File: src/rtl/rxwm_pkg.sv
package rxwm_pkg;
    localparam int REG_W    = 16;
    localparam int CNT_W    = 8;
    localparam int STOP_BIT = 15;

    typedef enum logic {
        ST_RUN  = 1'b0,
        ST_HALT = 1'b1
    } chan_state_t;
endpackage

File: src/rtl/rxwm_chan.sv
module rxwm_chan
    import rxwm_pkg::*;
(
    input  logic             clk,
    input  logic             rst_n,
    input  logic             bus_rst,
    input  logic             wr,
    input  logic [CNT_W-1:0] wr_count,
    input  logic             wr_stop,
    input  logic             pulse,
    input  logic             rearm,
    input  logic             clr_cnt,
    input  logic             clr_eot,
    output logic [REG_W-1:0] rdata,
    output logic             cnt_irq,
    output logic             eot_irq,
    output logic             nak_force
);
    localparam int PAD_W = STOP_BIT - CNT_W;

    chan_state_t      state_q, state_d;
    logic [CNT_W-1:0] prog_q, remain_q;
    logic             stop_q;
    logic             cnt_q, eot_q;

    logic hit;
    logic take_pulse;
    logic t_eot, t_rearm;

    // a counted transaction at zero remaining reaches the watermark
    assign take_pulse = (state_q == ST_RUN) && pulse && !wr;
    assign hit        = take_pulse && (remain_q == '0);
    assign t_eot      = hit && stop_q;
    assign t_rearm    = (state_q == ST_HALT) && rearm;

    // next-state logic
    always_comb begin
        state_d = state_q;
        unique case (state_q)
            ST_RUN:  if (t_eot)   state_d = ST_HALT;
            ST_HALT: if (t_rearm) state_d = ST_RUN;
            default: state_d = ST_RUN;
        endcase
    end

    // state register
    always_ff @(posedge clk or negedge rst_n) begin
        if (!rst_n)       state_q <= ST_RUN;
        else if (bus_rst) state_q <= ST_RUN;
        else              state_q <= state_d;
    end

    // count datapath and sticky flags
    always_ff @(posedge clk or negedge rst_n) begin
        if (!rst_n) begin
            prog_q   <= '0;
            remain_q <= '0;
            stop_q   <= 1'b0;
            cnt_q    <= 1'b0;
            eot_q    <= 1'b0;
        end else if (bus_rst) begin
            prog_q   <= '0;
            remain_q <= '0;
            stop_q   <= 1'b0;
            cnt_q    <= 1'b0;
            eot_q    <= 1'b0;
        end else begin
            if (wr) begin
                prog_q   <= wr_count;
                remain_q <= wr_count;
                stop_q   <= wr_stop;
            end else if (t_rearm) begin
                remain_q <= prog_q;
            end else if (take_pulse) begin
                remain_q <= hit ? prog_q : remain_q - 1'b1;
            end
            cnt_q <= hit   || (cnt_q && !clr_cnt);
            eot_q <= t_eot || (eot_q && !clr_eot);
        end
    end

    // output process
    always_comb begin
        unique case (state_q)
            ST_RUN:  nak_force = 1'b0;
            ST_HALT: nak_force = 1'b1;
            default: nak_force = 1'b0;
        endcase
        cnt_irq = cnt_q;
        eot_irq = eot_q;
        rdata   = {stop_q, {PAD_W{1'b0}}, remain_q};
    end
endmodule

File: src/rtl/rxwm_rdmux.sv
module rxwm_rdmux
    import rxwm_pkg::*;
#(
    parameter int NCH   = 3,
    parameter int SEL_W = 2
) (
    input  logic [NCH*REG_W-1:0] regs,
    input  logic [SEL_W-1:0]     sel,
    output logic [REG_W-1:0]     rdata
);
    always_comb begin
        rdata = '0;
        for (int i = 0; i < NCH; i++) begin
            if (sel == SEL_W'(i)) rdata = regs[i*REG_W +: REG_W];
        end
    end
endmodule

File: src/rtl/rxwm_ctrl.sv
module rxwm_ctrl
    import rxwm_pkg::*;
#(
    parameter int NCH   = 3,
    parameter int SEL_W = (NCH > 1) ? $clog2(NCH) : 1
) (
    input  logic             clk,
    input  logic             rst_n,
    input  logic             bus_rst,
    input  logic             reg_wr,
    input  logic [SEL_W-1:0] reg_wsel,
    input  logic [REG_W-1:0] reg_wdata,
    input  logic [SEL_W-1:0] reg_rsel,
    output logic [REG_W-1:0] reg_rdata,
    input  logic [NCH-1:0]   out_done,
    input  logic [NCH-1:0]   rearm,
    input  logic [NCH-1:0]   clr_cnt,
    input  logic [NCH-1:0]   clr_eot,
    output logic [NCH-1:0]   cnt_irq,
    output logic [NCH-1:0]   eot_irq,
    output logic [NCH-1:0]   nak_force
);
    logic [NCH*REG_W-1:0] all_regs;
    logic                 unused_pad;

    // reserved write bits are dropped here
    assign unused_pad = ^reg_wdata[STOP_BIT-1:CNT_W];

    for (genvar g = 0; g < NCH; g++) begin : g_chan
        rxwm_chan u_chan (
            .clk      (clk),
            .rst_n    (rst_n),
            .bus_rst  (bus_rst),
            .wr       (reg_wr && (reg_wsel == SEL_W'(g))),
            .wr_count (reg_wdata[CNT_W-1:0]),
            .wr_stop  (reg_wdata[STOP_BIT]),
            .pulse    (out_done[g]),
            .rearm    (rearm[g]),
            .clr_cnt  (clr_cnt[g]),
            .clr_eot  (clr_eot[g]),
            .rdata    (all_regs[g*REG_W +: REG_W]),
            .cnt_irq  (cnt_irq[g]),
            .eot_irq  (eot_irq[g]),
            .nak_force(nak_force[g])
        );
    end

    rxwm_rdmux #(.NCH(NCH), .SEL_W(SEL_W)) u_rdmux (
        .regs (all_regs),
        .sel  (reg_rsel),
        .rdata(reg_rdata)
    );
endmodule

File: config.mk
export PLATFORM = sky130hd
export DESIGN_NAME = rxwm_ctrl
export DESIGN_NICKNAME = d
export VERILOG_FILES = /design/src/rtl/rxwm_pkg.sv /design/src/rtl/rxwm_chan.sv /design/src/rtl/rxwm_rdmux.sv /design/src/rtl/rxwm_ctrl.sv
export SDC_FILE = /design/constraint.sdc
export NUM_CORES = 1
export LEC_CHECK = 0
export BUFFER_PORTS_ARGS = -buffer_cell sky130_fd_sc_hd__buf_2
export CORE_ASPECT_RATIO = 1.2
export CORE_MARGIN = 1
export CORE_UTILIZATION = 28
export CTS_CLUSTER_SIZE = 16
export DETAILED_ROUTE_END_ITERATION = 10
export SLEW_MARGIN = 20
export SYNTH_ARGS = -nofsm -noshare
export SYNTH_HDL_FRONTEND = slang
export SYNTH_SLANG_ARGS = --single-unit
export TNS_END_PERCENT = 10
File: constraint.sdc
create_clock -name clk -period 4.5 [get_ports clk]
set_input_delay 0.45 -clock clk [delete_from_list [all_inputs] [get_ports clk]]
set_output_delay 0.45 -clock clk [all_outputs]
set_load 0.1 [all_outputs]
==> flow_metrics.tcl, run 1 <==
set metrics [dict create \
    grt_pass1_vias 3121 \
    ff2ff_path_depth 5 \
    leakage_uw 0.00185 \
    worst_hold_path_type "in -> async" \
    synthDistinctLibCells 59 \
    clock_tree.htree_level_count 3 \
    synth.yosys.seq_area_share_pct 40.3 \
    syn_area_um2 3730 \
    slew_headroom_pct 40.2 \
    final_total_negative_setup_slack_ns 0 \
    diodes 0 \
    critical_path.reg2reg.startpoint "g_chan[2].u_chan.remain_q[3]" \
    tritoncts.num_buffers 9 \
    io_buffer_count 46 \
    std_cell_rows 45 \
    cp-end-kind "register" \
    core_region_area_um2 12800 \
    clk_path_buf_depth 2 \
    status "complete, no violations" \
    fin_nets 501 \
    floorplan.die.width_um 107 \
    clk-insertion-delay-late_ns 0.33 \
    antenna_found_initial 0 \
    final.setup_skew_ns 0.00285 \
    max_cap_viols 0 \
    holdBufCountCts 0 \
    fin_crit_sh_pct 54.9 \
    post_drt_via_cell_ratio 5.17 \
    cts_tree "built" \
    grt_pass1_wl_um 15600 \
    pin_count 61 \
    worst-setup-path-type "reg -> reg" \
    hpwlAfterDp_um 6840 \
    cts.clk_slew.worst_paths_ns 0.05 \
    hold_violations 0 \
    final-setup-viol-count 0 \
    transition_time_of_the_tightest_slew_check_pin_ns 0.893 \
    drt-wirelength-per-cell_um 15.4 \
    launch_point_of_the_critical_path "g_chan[2].u_chan.remain_q[3]" \
    most_frequent_standard_cell_in_the_layout_excluding_fill_and_tap_cells "nand2_1" \
    ys_ff_latch 60 \
    worst-path-max-fanout 11 \
    vias_after_detailed_routing 3249 \
    rsz_0062_raised_after_global_routing "no" \
    global_route.usage.total_pct 14.6 \
    worstReg2RegEnd "g_chan[2].u_chan.remain_q[0]" \
    grt_max_degree 62 \
    drt_iter0_drc 241 \
    initial_core_util_pct 29.1 \
    post_cts_buffers 0 \
    finalMaxSlewViolations 0 \
    layout_common_cells "73 x nand2_1, 60 x dfrtp_1, 55 x a21oi_1" \
    drive_gt1_share_pct 16.4 \
    vdd_ir_drop_max_mv 0.280 \
    filler_cell_count 1352 \
    fin_crit_ns 2.47 \
    finalCoreUtilization_pct 33.2 \
    post_route_antenna_net_violation_count 0 \
    most_instantiated_flip_flop_cell_in_the_synthesis_netlist "dfrtp_1" \
    yosysWarningCount 0 \
    fp.dieArea_um2 13800 \
    regToRegSetupSlack_ns 2.03 \
    cts_repair_resize_count 0 \
    critical_path_arrival_ns 2.65 \
    detailedRoute.firstPassIterationCount 4 \
    cts.root.buffer_cell "clkbuf_16" \
    worstSetupEndpoint "g_chan[2].u_chan.remain_q[0]" \
    globalRouteOverflowTotal 0 \
    power.density_nw_per_um2 422 \
    synthToLayoutAreaGrowth_pct 14.1 \
    synth_edf_count 0 \
    asyncSetResetFlopFracSynth_pct 100 \
    drcViolationCount 0 \
    achievable-frequency_ghz 0.405 \
    area_share_of_the_leading_cell_type_in_the_synthesized_netlist_pct 40.3 \
    synth_cells 436 \
    critPathRequiredTime_ns 4.68 \
    clock-sinks 60 \
    gp_congestion 0.863 \
    synth_largest_area_cell "dfrtp_1" \
    die-height_um 128 \
    critical_path.startpoint_type "register" \
    drt_wirelength_um 9650 \
    yosys-top-cells-area "dfrtp_1 40%, a21oi_1 7.4%, nand2_1 7.3%" \
    syn_avg_cell_area_um2 8.55 \
]
-- registers in the layout, indices dropped and copies added, names as in the netlist --
register,flops
g_chan.u_chan.cnt_irq,3
g_chan.u_chan.eot_irq,3
g_chan.u_chan.prog_q,24
g_chan.u_chan.remain_q,24
g_chan.u_chan.state_q,3
g_chan.u_chan.stop_q,3
-- power breakdown --
group	switching [uW]	internal [uW]
clock	231	417
sequential	62.2	582
combinational	329	176
total	622	1180
-- cell type report --
| type | instances | area, um^2 | area share [%] |
|---|---|---|---|
| Multi-Input combinational cell | 327 | 1970 | 46.3 |
| Sequential cell | 60 | 1500 | 35.3 |
| Clock inverter | 1 | 5.00 | 0.118 |
| Timing Repair Buffer | 49 | 253 | 5.94 |
| Tap cell | 164 | 205 | 4.82 |
| Inverter | 12 | 45.0 | 1.06 |
| Clock buffer | 15 | 278 | 6.53 |
-- synthesized netlist by cell type (2+ instances only) --
cell and number:
nand2_1 73, mux2_2 3, a21oi_1 55, nor4_1 3, buf_2 3, or4_1 2, nor2_1 29, nor3b_1 4
and2_1 2, ha_1 6, nand2b_1 10, o221ai_1 2, nand4bb_1 2, and3b_1 2, xnor2_1 7, buf_4 17
xor2_1 5, nor2b_1 5, a31oi_1 2, or4_4 2, mux2i_1 12, nand3b_1 2, nor3_1 11, o211ai_1 5
a211oi_1 17, a21o_1 3, o21ai_0 15, inv_1 12, clkbuf_1 21, nand3_1 5, a221oi_1 10, o31ai_1 3
dfrtp_1 60
-- critical path: stages, from the launching register on --
cell	delay (ns)
dfrtp_1	0.42
or4_4	0.60
o31ai_2	0.67
mux2_2	0.40
o21ai_0	0.14
a21oi_1	0.08
-- stage by stage --
step	worst slack [ns]	instance area (um^2)	hold WS, ns	instances	power (uW)
detailed placement	2.02	3970	0.514	612	1160
finish	2.03	4260	0.291	628	1800
floorplan	0.929	3750	0.154	442	1060
global placement	2.03	3970	0.498	612	1150
global route	1.88	4260	0.362	628	1890
CTS	2.01	4260	0.327	628	1810
-- layer usage --
metal  global-route usage (%)  vias up  share of wire, %
met2                     24.7       81                49
met5                        0        -                 0
met1                     17.8     1579                42
li1                         -     1575                 -
met4                     6.20        0               2.4
met3                     3.44       14               6.2
-- how the worst min path moves through the flow --
| stage | startpoint | to | cells after the start |
|---|---|---|---|
| global placement | g_chan[2].u_chan.cnt_irq | g_chan[2].u_chan.cnt_irq | 2 |
| detailed placement | g_chan[2].u_chan.cnt_irq | g_chan[2].u_chan.cnt_irq | 2 |
| CTS | rst_n | g_chan[0].u_chan.eot_irq | 2 |
| floorplan | rst_n | g_chan[0].u_chan.cnt_irq | 0 |
| global route | rst_n | g_chan[0].u_chan.eot_irq | 2 |
| finish | rst_n | g_chan[0].u_chan.eot_irq | 2 |
-- cell families (layout without fill, tap and decap cells) --
family                     count (synthesis)  after routing  synth area share (%)
and+or+nand+nor                          160            160                  20.8
AOI/OAI and AO/OA                        126            126                  21.9
DFF                                       60             60                  40.3
buffers and inverters                     55             77                  7.55
muxes                                     16             16                  4.53
xor gates and xnor gates                  12             12                  2.82
adders and majority gates                  6              6                  2.01
other                                      1              7                 0.101
Note: power is estimated with default switching activity, not from simulation.
==> run 2: changes to the inputs <==
- clock period: 4.5 -> 2.05 ns (I/O delays scaled with it)
==> run 2 against run 1 <==
Non-clock buffer count up 37. Hold slack lost 0.15 ns. Power rose by 130%. Final area rose by 9.0%. Count of clock-buffer cells in the layout down 1. Flip-flop and latch count did not move. Combinational power rose to 2.7 times the previous value. Global-route usage increased by 0.94 points. Clock skew grew 0.0041 ns. Register-to-register slack lost 2.0 ns.
==> flow_metrics.tcl, run 2 (same netlist as run 1, synthesis figures left out) <==
set metrics [dict create \
    status "complete, no violations" \
    worstSetupEndpoint "g_chan[0].u_chan.remain_q[0]" \
    vdd_ir_drop_max_mv 0.492 \
    transition_time_of_the_tightest_slew_check_pin_ns 0.566 \
    core_region_area_um2 12800 \
    max_cap_viols 0 \
    worst-setup-path-type "reg -> reg" \
    rsz_0062_raised_after_global_routing "yes" \
    final-setup-viol-count 0 \
    clk-insertion-delay-late_ns 0.33 \
    drcViolationCount 0 \
    cts.root.buffer_cell "clkbuf_16" \
    tritoncts.num_buffers 9 \
    finalMaxSlewViolations 0 \
    final.setup_skew_ns 0.00698 \
    antenna_found_initial 0 \
    fin_crit_ns 2.03 \
    achievable-frequency_ghz 0.493 \
    clock-sinks 60 \
    critical_path.startpoint_type "register" \
    post_drt_via_cell_ratio 5.20 \
    fin_nets 538 \
    drt_iter0_drc 248 \
    die-height_um 128 \
    global_route.usage.total_pct 15.6 \
    gp_congestion 0.820 \
    finalCoreUtilization_pct 36.1 \
    finalInstanceArea_um2 4640 \
    fin_crit_sh_pct 98.9 \
    initial_core_util_pct 29.1 \
    drt-wirelength-per-cell_um 15.6 \
    critical-path-slowest-cell "or4_4" \
    multi_input_comb_area_um2 2040 \
    launch_point_of_the_critical_path "g_chan[0].u_chan.remain_q[3]" \
    drt_wirelength_um 10400 \
    critical_path.reg2reg.startpoint "g_chan[0].u_chan.remain_q[3]" \
    cts_tree "built" \
    placement.cell_area_um2 4220 \
    worst_hold_path_type "in -> reg" \
    grt_pass1_wl_um 16600 \
    clock_tree.htree_level_count 3 \
    cp-end-kind "register" \
    io_buffer_count 46 \
    detailedRoute.firstPassIterationCount 4 \
    cp_cell_sequence "or4_4, o31ai_4, buf_4, mux2_4, o21ai_2, a21oi_2" \
    sequential_cell_area_um2 1500 \
    worstReg2RegEnd "g_chan[0].u_chan.remain_q[0]" \
    pin_count 61 \
    worst-path-max-fanout 4 \
    power.density_nw_per_um2 903 \
    stdcell_count 664 \
    synthToLayoutAreaGrowth_pct 24.4 \
    slowest_delay_ns 0.58 \
    vias_after_detailed_routing 3452 \
    cts.clk_slew.worst_paths_ns 0.05 \
    leakage_uw 0.00207 \
    hpwlAfterDp_um 7380 \
    post_route_antenna_net_violation_count 0 \
    regToRegSetupSlack_ns 0.02 \
    slew_headroom_pct 62.2 \
    diodes 0 \
    hold_violations 0 \
    numPlacedInstances 642 \
    layout_common_cells "73 x nand2_1, 60 x dfrtp_1, 55 x a21oi_1" \
    critPathRequiredTime_ns 2.25 \
    top_regs "g_chan.u_chan.prog_q x24, g_chan.u_chan.remain_q x24" \
    timing.hold.worst_path_depth 3 \
    filler_cell_count 1306 \
    grt_pass1_vias 3344 \
    clk_path_buf_depth 2 \
    std_cell_rows 45 \
    globalRouteOverflowTotal 0 \
    drive_gt1_share_pct 24.0 \
    fp.dieArea_um2 13800 \
    grt_max_degree 61 \
    critical_path_arrival_ns 2.23 \
    most_frequent_standard_cell_in_the_layout_excluding_fill_and_tap_cells "nand2_1" \
    floorplan.die.width_um 107 \
    total_power_of_the_final_layout_uw 4190 \
    ff2ff_path_depth 6 \
]
==> run 2: changes by cell type in the layout (fill, tap and decap cells not counted), moves of 2 or more <==
cell       previous run  this run
nand4bb_1             2         0
o21ai_1               0         9
o21ai_0              15         5
a221oi_1             10         8
clkbuf_1              3         1
buf_6                 0         2
buf_4                 3        36
nand4bb_4             0         2
a221oi_2              0         2
==> run 2: where the power goes <==
part           internal [uW]  leakage (uW)  switching [uW]
registers               1280      0.000814            95.5
logic                    533       0.00111             828
clock network            940      0.000145             514
==> run 2: worst max-delay path, delay by kind of cell, from the launching register on <==
kind            cells  cell delay (ns)
flops               1             0.37
compound gates      3             0.47
buf+inv             1             0.17
mux                 1             0.29
simple gates        1             0.58
==> run 2: what timing repair did <==
| item | CTS | global route |
|---|---|---|
| endpoints found under the hold margin | 60 | 0 |
| gates resized for setup | 0 | 13 |
| buffers inserted | 0 | 6 |
| setup endpoints to repair | 1 | 9 |
| hold buffers | 1 | 0 |
| pin swaps | 1 | 8 |
==> run 2: cell type report <==
| type | instances | area share [%] |
|---|---|---|
| repair buffers | 86 | 11.9 |
| flip-flops and latches | 60 | 32.4 |
| clock inverters | 1 | 0.108 |
| inverters | 12 | 0.971 |
| clock buffers | 14 | 6.12 |
| multi-input cells | 327 | 44.1 |
| well taps | 164 | 4.42 |
==> run 2: worst min path at each step <==
stage	end	from
after global placement	g_chan[2].u_chan.remain_q[6]	rst_n
after global routing	g_chan[2].u_chan.eot_irq	clr_eot[2]
final	g_chan[0].u_chan.eot_irq	clr_eot[0]
after CTS	g_chan[1].u_chan.stop_q	reg_wdata[15]
after detailed placement	g_chan[2].u_chan.prog_q[6]	rst_n
after floorplan	g_chan[0].u_chan.cnt_irq	rst_n
==> run 2: routing by layer <==
layer / global-route usage, % / vias to the layer above / part of all wire, %
met1: 18.5 / 1685 / 42
li1: - / 1649 / -
met4: 8.78 / 0 / 3.2
met3: 2.58 / 23 / 4.9
met2: 26.6 / 95 / 50
met5: 0 / - / 0
==> run 2: metrics by stage <==
stage / setup slack [ns] / TNS, ns / hold slack, ns
after floorplan: -0.281 / -2.25 / -0.0906
after global placement: 0.0324 / 0 / 0.243
after detailed placement: -0.0101 / -0.0101 / 0.248
after CTS: 0.0199 / 0 / 0.139
after global routing: -0.0354 / -0.117 / 0.159
final: 0.0226 / 0 / 0.140
